### src/rtl/bip_acs_fwd.sv
module bip_acs_fwd #(
  parameter int MW = 12,
  parameter int BW = 6,
  parameter int SW = 8
) (
  input  logic            clk,
  input  logic            rst,
  input  logic            in_valid,
  input  logic            in_start,
  input  logic [8*BW-1:0] in_bm,
  output logic            slot,
  output logic            out_valid,
  output logic            out_id,
  output logic [SW-1:0]   out_step,
  output logic [4*MW-1:0] out_metric
);
  localparam int SUMW = MW + 2;
  localparam logic signed [MW-1:0] NEGV = {2'b11, {(MW-2){1'b0}}};
  localparam logic signed [SUMW-1:0] MINS = {1'b1, {(SUMW-1){1'b0}}};

  logic ph;
  logic [SW-1:0] cnt [2];
  logic [SW-1:0] st_d, st1;
  logic v1, id1;
  logic ld;
  logic signed [MW-1:0]   met   [4];
  logic signed [MW-1:0]   src   [4];
  logic signed [SUMW-1:0] sum_d [8];
  logic signed [SUMW-1:0] sum_q [8];
  logic signed [SUMW-1:0] sel   [4];
  logic signed [SUMW-1:0] nrm   [4];

  assign slot = ph;
  assign ld   = in_valid & in_start;
  assign st_d = in_start ? '0 : cnt[ph] + SW'(1);

  for (genvar s = 0; s < 4; s++) begin : g_state
    assign src[s] = ld ? ((!ph && s != 0) ? NEGV : '0) : met[s];
    assign sel[s] = (sum_q[2*s] >= sum_q[2*s+1]) ? sum_q[2*s] : sum_q[2*s+1];
    assign nrm[s] = sel[s] - sel[0];
    assign out_metric[s*MW +: MW] = met[s];
  end

  for (genvar j = 0; j < 8; j++) begin : g_add
    localparam int S = j / 2;
    localparam int B = j % 2;
    localparam int P = 2 * (S % 2) + B;
    logic signed [BW-1:0] lane;
    assign lane = in_bm[j*BW +: BW];
    if (B == 0) begin : g_keep
      assign sum_d[j] = in_valid
        ? {{2{src[P][MW-1]}}, src[P]} + {{(SUMW-BW){lane[BW-1]}}, lane}
        : {{2{src[S][MW-1]}}, src[S]};
    end else begin : g_drop
      assign sum_d[j] = in_valid
        ? {{2{src[P][MW-1]}}, src[P]} + {{(SUMW-BW){lane[BW-1]}}, lane}
        : MINS;
    end
  end

  always_ff @(posedge clk) begin
    if (rst) begin
      ph        <= 1'b0;
      cnt[0]    <= '0;
      cnt[1]    <= '0;
      v1        <= 1'b0;
      id1       <= 1'b0;
      st1       <= '0;
      out_valid <= 1'b0;
      out_id    <= 1'b0;
      out_step  <= '0;
      for (int j = 0; j < 8; j++) sum_q[j] <= '0;
      for (int s = 0; s < 4; s++) met[s] <= '0;
    end else begin
      ph <= ~ph;
      if (in_valid) cnt[ph] <= st_d;
      v1        <= in_valid;
      id1       <= ph;
      st1       <= st_d;
      out_valid <= v1;
      out_id    <= id1;
      out_step  <= st1;
      for (int j = 0; j < 8; j++) sum_q[j] <= sum_d[j];
      for (int s = 0; s < 4; s++) met[s] <= nrm[s][MW-1:0];
    end
  end
endmodule

### config.mk
export PLATFORM = sky130hd
export DESIGN_NAME = bip_acs_fwd
export DESIGN_NICKNAME = d
export VERILOG_FILES = /design/src/rtl/bip_acs_fwd.sv
export SDC_FILE = /design/constraint.sdc
export NUM_CORES = 1
export LEC_CHECK = 0
export ABC_AREA = 1
export BUFFER_PORTS_ARGS = -buffer_cell sky130_fd_sc_hd__buf_2
export CAP_MARGIN = 20
export CELL_PAD_IN_SITES_DETAIL_PLACEMENT = 1
export CELL_PAD_IN_SITES_GLOBAL_PLACEMENT = 1
export CORE_MARGIN = 4
export CORE_UTILIZATION = 45
export CTS_BUF_LIST = sky130_fd_sc_hd__clkbuf_4 sky130_fd_sc_hd__clkbuf_8
export CTS_CLUSTER_DIAMETER = 50
export CTS_CLUSTER_SIZE = 30
export DETAILED_ROUTE_END_ITERATION = 12
export PLACE_DENSITY = 0.92
export SLEW_MARGIN = 5
export SYNTH_ARGS = -nofsm -noshare
export SYNTH_HDL_FRONTEND = slang
export SYNTH_SLANG_ARGS = --single-unit
### constraint.sdc
create_clock -name clk -period 4.15 [get_ports clk]
set_input_delay 0.415 -clock clk [delete_from_list [all_inputs] [get_ports clk]]
set_output_delay 0.415 -clock clk [all_outputs]
set_load 0.02 [all_outputs]
# After elaboration in Yosys (flattened, before gate mapping)
# Memory sizes are Yosys's and may differ from the RTL's. A register that Yosys moved wholly into a read port is not among the register bits.
# Cells that the tools add are included.
word_totals:
  n_memories: 3
  elab_cells: 82
  input_bits: 52
  mem_bits_rw: 176
  regBits: 21
  output_inout_bits: 59
memory_table:
  columns: ["name", "depth", "word_bits", "rd", "rd_clocked_by_memory_dff", "wr", "line", "rtl"]
  rows:
  - ["sum_q", 8, 14, 8, 0, 8, "29", "logic signed [SUMW-1:0] sum_q [8];"]
  - ["met", 4, 12, 4, 0, 4, "26", "logic signed [MW-1:0] met [4];"]
  - ["cnt", 2, 8, 1, 1, 2, "22", "logic [SW-1:0] cnt [2];"]
classes:
  muxes: 40
  order_cmp: 4
  n_reduce_logical: 1
  bitwise_logic: 14
  addsub: 13
ops:
  columns: ["operator", "n"]
  rows:
  - ["$mux W14", 16]
  - ["$mux W12", 13]
  - ["$add A12 B6 Y13", 8]
  - ["$ge A14 B14 Y1", 4]
  - ["$sub A12 B12 Y12", 4]
  - ["$mux W8", 2]
  - ["$or A1 B1 Y1", 12]
  - ["$mux W1", 9]
  - ["$add A8 B1 Y8 const B", 1]
  - ["$reduce_or A8 Y1", 1]
  - ["$and A1 B1 Y1", 1]
  - ["$not A1 Y1", 1]

# Longest topological paths before layout
# Gate-level depths: netlist of the first run.
logic_depth:
  depth_word: 5
  ltp_mapped: 29
  mapped_depth_nobuf: 28

# Least setup slack after synthesis of the first run
# No wires, ideal clock.
synth_path:
  path_type: "register to register"
  from: "mem sum_q[0][27] (netlist bit)"
  to: "mem met[1][10]"
  path_stages_with_launch: 26
  n_path_buf: 2
  t_arrival_ns: 3.471
  period_less_slack_ns: 3.590
  t_required_ns: 4.031
  setup_slack_ns: 0.560
  setup_ns: 0.119
  cell_sequence: "dfxtp_1 -> inv_1 -> ha_1 -> nand2_2 -> inv_1 -> nand2_1 -> nand2_1 -> a21oi_1 -> nand2_1 -> nand2_2 -> nand3_4 -> buf_6 -> clkbuf_1 -> a21oi_1 -> ha_1 -> inv_1 -> fa_1 -> a31oi_1 -> o21ai_0 -> inv_1 -> o21ai_0 -> and2_1 -> o21ai_0 -> nand2_1 -> o21ai_0 -> a21oi_1"
synth_rtl:
  columns: ["item", "line"]
  rows:
  - ["start: declaration", "29"]
  - ["end: declaration", "26"]

==> results of run 1 <==
## placed cells by master (no fill, tap or decap), types with 10 or more instances in the layout
cell type,n
a21oi_1,175
buf_2,98
clkbuf_8,17
nor3_1,11
inv_2,10
o21ai_0,144
ha_1,170
o22ai_1,13
o21bai_1,10
inv_1,288
nand2_2,23
edfxtp_1,16
nand3_1,40
dfxtp_1,165
nand2_1,324
nand4_1,25
nor2_1,203
o21a_1,10
buf_4,17
conb_1,26
## per-layer routing
layer / vias to the layer above / routed length [um] / track usage [%]
li1: 6007 / - / -
met1: 6287 / 18900 / 34.5
met2: 487 / 22000 / 49.9
met3: 149 / 3100 / 5.68
met4: 0 / 2330 / 14.2
met5: - / 0 / 0
## critical path: cells and delay by family, from the launching register on
family | cells | cell delay, ps
xor gates and xnor gates | 2 | 340
DFF | 1 | 330
buffers and inverters | 3 | 270
and+or+nand+nor | 14 | 1560
AOI/OAI and AO/OA | 3 | 640
adders and majority gates | 2 | 720
## cell families (layout without fill, tap and decap cells)
family | Yosys count | in the layout | synth area share, %
AO/OA/AOI/OAI | 396 | 396 | 17.0
multiplexers | 4 | 4 | 0.318
buffers and inverters | 347 | 449 | 10.9
other | 2 | 26 | 0.0596
flip-flops | 181 | 181 | 30.0
AND/OR/NAND/NOR | 665 | 665 | 22.9
adder cells (fa/ha/maj) | 179 | 179 | 18.3
XOR/XNOR | 8 | 8 | 0.556
## path summary, 6_finish.rpt
check | slack, ps | to | start
max | 200 | met[1][11] | sum_q[0][27]
min | 240 | sum_q[1][0] | in_bm[24]
max reg2reg | 200 | met[1][11] | sum_q[0][27]
min reg2reg | 410 | out_step[7] | st1[7]
## state kept, by name, summed over array words and instances, names as in the netlist
name       count
out_step       8
cnt           16
id1            1
v1             1
out_id         1
met           36
out_valid      1
sum_q        108
slot           1
st1            8
## area by class of cell
class                   instances  area [sq um]  area share [%]
clock inverters                15           209            1.49
clock buffers                  17           234            1.67
inverters                     301          1130            8.06
multi-input cells            1278          7570            54.0
flip-flops and latches        181          3780            27.0
repair buffers                116           629            4.49
well taps                     378           473            3.37
## Yosys cell counts (4+ instances only)
cell type,n
inv_2,10
nor2_2,5
inv_1,288
edfxtp_1,16
nor3_1,11
or2_2,6
nand2_1,324
xnor2_1,5
buf_4,13
nand2_2,23
mux2i_1,4
o21a_1,10
and2_1,5
nand4_1,25
o21bai_1,10
nor2_1,204
ha_1,170
a21o_1,4
a31oi_1,4
fa_1,9
a21oi_1,177
dfxtp_1,165
o211ai_1,4
o21ai_0,146
nand3_2,7
o21ai_1,7
clkbuf_1,26
nand3_1,40
o22ai_1,13
## report_power, final
part,switching (W),internal [W]
clock network,0.000877,0.000485
logic,0.00470,0.00219
registers,0.000266,0.00215
total,0.00585,0.00482
## through the flow
stage	total power, W	cell area (sq um)	util, %	worst slack (ps)
floorplan	0.00699	12700	-	560
global placement	0.00848	13500	48.9	453
detailed placement	0.00888	13500	48.9	250
CTS	0.0104	14000	50.5	220
global route	0.0115	14000	50.6	-146
finish	0.0107	14000	50.6	197
## what timing repair did
| action | CTS | global route |
|---|---|---|
| resized for setup | 0 | 7 |
| buffers inserted | 0 | 2 |
| hold endpoints to repair | 0 | 0 |
| setup endpoints to repair | 0 | 2 |
==> impl_metrics.toml, run 1 <==
[grt]
grt_antenna_before_repair = 0
grt_usage_pct = 28.9
grt_pass1_wl_mm = 70.3
grt_max_degree = 59
overflow = 0
grt_pass1_vias = 13700

[timing]
setup_viol = 0
finalHoldWorstSlack_ps = 240
fmax_mhz = 253
final.setup.tns_ps = 0
max_slew.worst_pin.slew_ps = 825
skew_ps = 19.5
finalMaxSlewViolations = 0
post-route-period-util_pct = 95.3
relSlewSlack_pct = 44.4
period_needed_ps = 3950
hold_viol = 0

[clock_tree]
cts_root_buf = "clkbuf_8"
cts_buffers = 17
cts_sinks = 181
cts.clk_slew.worst_paths_ps = 130
htree_levels = 4
cts_tree = "yes"
postCtsHoldBufs = 0
clk_path_buf_depth = 2
worstSkewPairLatency_ps = 510

[floorplan]
die_h_um = 175
io_pins = 111
core-area_sq_um = 27700
fp.dieW_um = 175
rows = 61
dieArea_sq_um = 30800
initial_core_util_pct = 45.5

[synth]
yosysTopAreaCell = "dfxtp_1"
yosys_register_bits = 181
avgSynthCellArea_sq_um = 7.08
synth.area.top_cells = "dfxtp_1, ha_1, nand2_1, inv_1, a21oi_1"
synth_edf_count = 16
yosysSeqAreaShare_pct = 30.0
synth_cell_types = 55
synthesis.area_sq_um = 12600
synth_top_area_share_pct = 26.2
ys_warn_count = 0
syn_inst = 1782
synth_flop_cell = "dfxtp_1"
async_reset_ff_share_pct = 0

[setup_path]
crit_path_cell_trace = "inv_1 -> ha_1 -> nand2_2 -> nor2_2 -> inv_2 -> nor2_4 -> nand4_2 -> nand3_4 -> buf_4 -> nor2_1 -> a21oi_1 -> ha_1 -> nand2_1 -> nor2_1 -> a211oi_1 -> nand2_1 -> nand3_1 -> nand2_1 -> nand2_1 -> nand2_1 -> a21oi_1 -> xnor2_1 -> xor2_1 -> nor2_1"
critPathKind = "reg2reg"
r2r_cells = 24
slowest_delay_ps = 370
worst_setup_path_end_kind = "register"
crit_required_ps = 4560
worstPathArrival_ps = 4370
cpMostUsedCell = "nand2_1"
critPathSlowestCell = "ha_1"
crit_fanout = 8
cp-start-kind = "register"

[finish]
drive_gt1_share_pct = 11.4
nFillCells = 3667
area_growth_pct = 11.2
final_cells = 2286
num_antenna_cells = 0
final_nets = 2126

[drt]
antenna_left = 0
routed-via-count = 12900
wire_per_inst_um = 20.3
drc = 0
via_per_inst = 5.66
dr.first_iter.drc_count = 720
wl_mm = 46.3
drtPass1Iterations = 6

[outcome]
run_status = "complete, no violations"

[run]
max_cap_violations = 0

[place]
dp.cells = 2252
routabilityCongestion = 0.943
portBuffers = 98
place_hpwl_mm = 35.3

[min_path]
hold_class = "in2reg"
whs_path_depth = 4

[power]
power_density_nw_per_um2 = 761
vdd_ir_drop_max_mv = 0.295
p_leak_nw = 7.11
Power figures use the tool's default switching activity.
==> run 2: changes to the inputs <==
--- a/config.mk
+++ b/config.mk
@@ -10,13 +10,14 @@
 export CAP_MARGIN = 20
 export CELL_PAD_IN_SITES_DETAIL_PLACEMENT = 1
 export CELL_PAD_IN_SITES_GLOBAL_PLACEMENT = 1
+export CORE_ASPECT_RATIO = 1.5
 export CORE_MARGIN = 4
 export CORE_UTILIZATION = 45
 export CTS_BUF_LIST = sky130_fd_sc_hd__clkbuf_4 sky130_fd_sc_hd__clkbuf_8
 export CTS_CLUSTER_DIAMETER = 50
 export CTS_CLUSTER_SIZE = 30
 export DETAILED_ROUTE_END_ITERATION = 12
-export PLACE_DENSITY = 0.92
+export PLACE_DENSITY_LB_ADDON = 0.1
 export SLEW_MARGIN = 5
 export SYNTH_ARGS = -nofsm -noshare
 export SYNTH_HDL_FRONTEND = slang
==> run 2 against run 1 <==
- setup slack better by 130 ps
- critical path type unchanged
- largest power group unchanged
- first-iteration DRC count is 34% lower
- combinational power decreased by 4.6%
- hold slack worse by 18 ps
==> impl_metrics.toml, run 2 (synthesized netlist as in run 1, its figures left out) <==
[finish]
final_nets = 2127
drive_gt1_share_pct = 11.5
final_cells = 2251
top_register = "sum_q"
post-route-util_pct = 50.9
nFillCells = 3671
layout_common_cells = "nand2_1, inv_1, nor2_1"
top_regs = "sum_q (108), met (36), cnt (16)"
num_antenna_cells = 0
final_common_cell = "nand2_1"
largest_reg_flops = 108
area_growth_pct = 10.6

[min_path]
hold_class = "in2reg"
min_from = "in_bm[24]"
hold_end = "sum_q[1][0]"
whs_path_depth = 4

[setup_path]
critPathSlowestCell = "o21ai_0"
critPathKind = "reg2reg"
timing.rr.end = "met[3][10]"
crit_path_cell_trace = "ha_1 -> nand2_1 -> inv_1 -> nand2_1 -> nand2_1 -> a21oi_1 -> nand2_1 -> nand2_2 -> nand3_4 -> o21ai_0 -> ha_1 -> nand2_1 -> nor3_1 -> nand4_1 -> nand3_1 -> nand2_1 -> nand2_1 -> nor2_1"
slowest_delay_ps = 620
crit_required_ps = 4580
r2r-start = "sum_q[1][40]"
r2r_cells = 18
worst_setup_path_end_kind = "register"
crit_fanout = 25
worstPathArrival_ps = 4250
cp-start-kind = "register"
cpMostUsedCell = "nand2_1"
r2r_setup_slack_ps = 330

[clock_tree]
cts_root_buf = "clkbuf_8"
clk_path_buf_depth = 2
worstSkewPairLatency_ps = 520
cts_buffers = 17
cts_tree = "yes"
cts_sinks = 181
htree_levels = 4
postCtsHoldBufs = 0
cts.clk_slew.worst_paths_ps = 110

[drt]
wire_per_inst_um = 19.3
via_per_inst = 5.39
dr.first_iter.drc_count = 472
routed-via-count = 12100
wl_mm = 43.5
antenna_left = 0
drtPass1Iterations = 4
drc = 0

[timing]
layout_setup_ws_ps = 330
fmax_mhz = 262
finalHoldWorstSlack_ps = 221
hold_viol = 0
post-route-period-util_pct = 92.1
skew_ps = 13.8
setup_viol = 0
period_needed_ps = 3820
max_slew.worst_pin.slew_ps = 840
relSlewSlack_pct = 44.0
final.setup.tns_ps = 0
grt_setup_unrepaired = "false"
finalMaxSlewViolations = 0

[grt]
grt_max_degree = 59
grt_pass1_wl_mm = 66.9
grt_pass1_vias = 12600
grt_usage_pct = 28.7
grt_antenna_before_repair = 0
overflow = 0

[floorplan]
die_h_um = 213
fp.dieW_um = 145
io_pins = 111
initial_core_util_pct = 46.0
dieArea_sq_um = 30800
core-area_sq_um = 27400
rows = 74

[power]
vdd_ir_drop_max_mv = 0.279
p_leak_nw = 7.10
power_density_nw_per_um2 = 731

[outcome]
run_status = "complete, no violations"

[place]
portBuffers = 98
pre_cts_ws_ps = 228
place_hpwl_mm = 35.5
routabilityCongestion = 0.935
dp.cells = 2215

[run]
max_cap_violations = 0
run 2: worst max-delay path by stage:
stage / startpoint / end / slack, ps / cells after the start
after floorplan: sum_q[0][27] / met[1][10] / 560 / 25
after global placement: sum_q[0][27] / met[1][10] / 360 / 23
after detailed placement: sum_q[0][27] / met[1][10] / 230 / 21
after CTS: sum_q[0][27] / met[1][10] / 180 / 23
after global routing: sum_q[0][27] / met[1][10] / 3 / 24
final: sum_q[1][40] / met[3][10] / 330 / 18
run 2: where the power goes:
part / switching (W) / internal, W
clock: 0.000757 / 0.000459
sequential: 0.000261 / 0.00215
combinational: 0.00440 / 0.00217
run 2: area by class of cell:
class	count	area, sq um	share of cell area, %
flip-flops and latches	181	3780	27.1
well taps	342	428	3.07
multi-input cells	1279	7580	54.4
clock inverters	14	135	0.969
clock buffers	18	248	1.78
inverters	301	1130	8.10
repair buffers	116	638	4.58
run 2: critical path: cells and delay by family, from the launching register on:
| family | cells | cell delay, ps |
|---|---|---|
| simple gates | 13 | 1600 |
| compound gates | 2 | 910 |
| fa+ha+maj | 2 | 820 |
| flops | 1 | 340 |
| buf+inv | 1 | 50 |
run 2: repair_timing:
action                                  in CTS  in global routing
endpoints found under the hold margin        0                  0
buffers inserted                             0                  3
gates resized for setup                      0                  7
endpoints found under the setup margin       0                  2
run 2: per-stage QoR:
step,area [sq um],power [W]
2_1_floorplan,12700,0.00699
3_3_place_gp,13500,0.00861
3_5_place_dp,13500,0.00883
4_1_cts,13900,0.0101
5_1_grt,13900,0.0112
6_report,13900,0.0102
run 2: routing by layer:
layer / wire [um] / global-route usage [%] / up-vias
met3: 1450 / 3.54 / 76
met5: 0 / 0 / -
met2: 22200 / 51.5 / 216
li1: - / - / 6013
met1: 18100 / 34.0 / 5831
met4: 1710 / 12.2 / 0
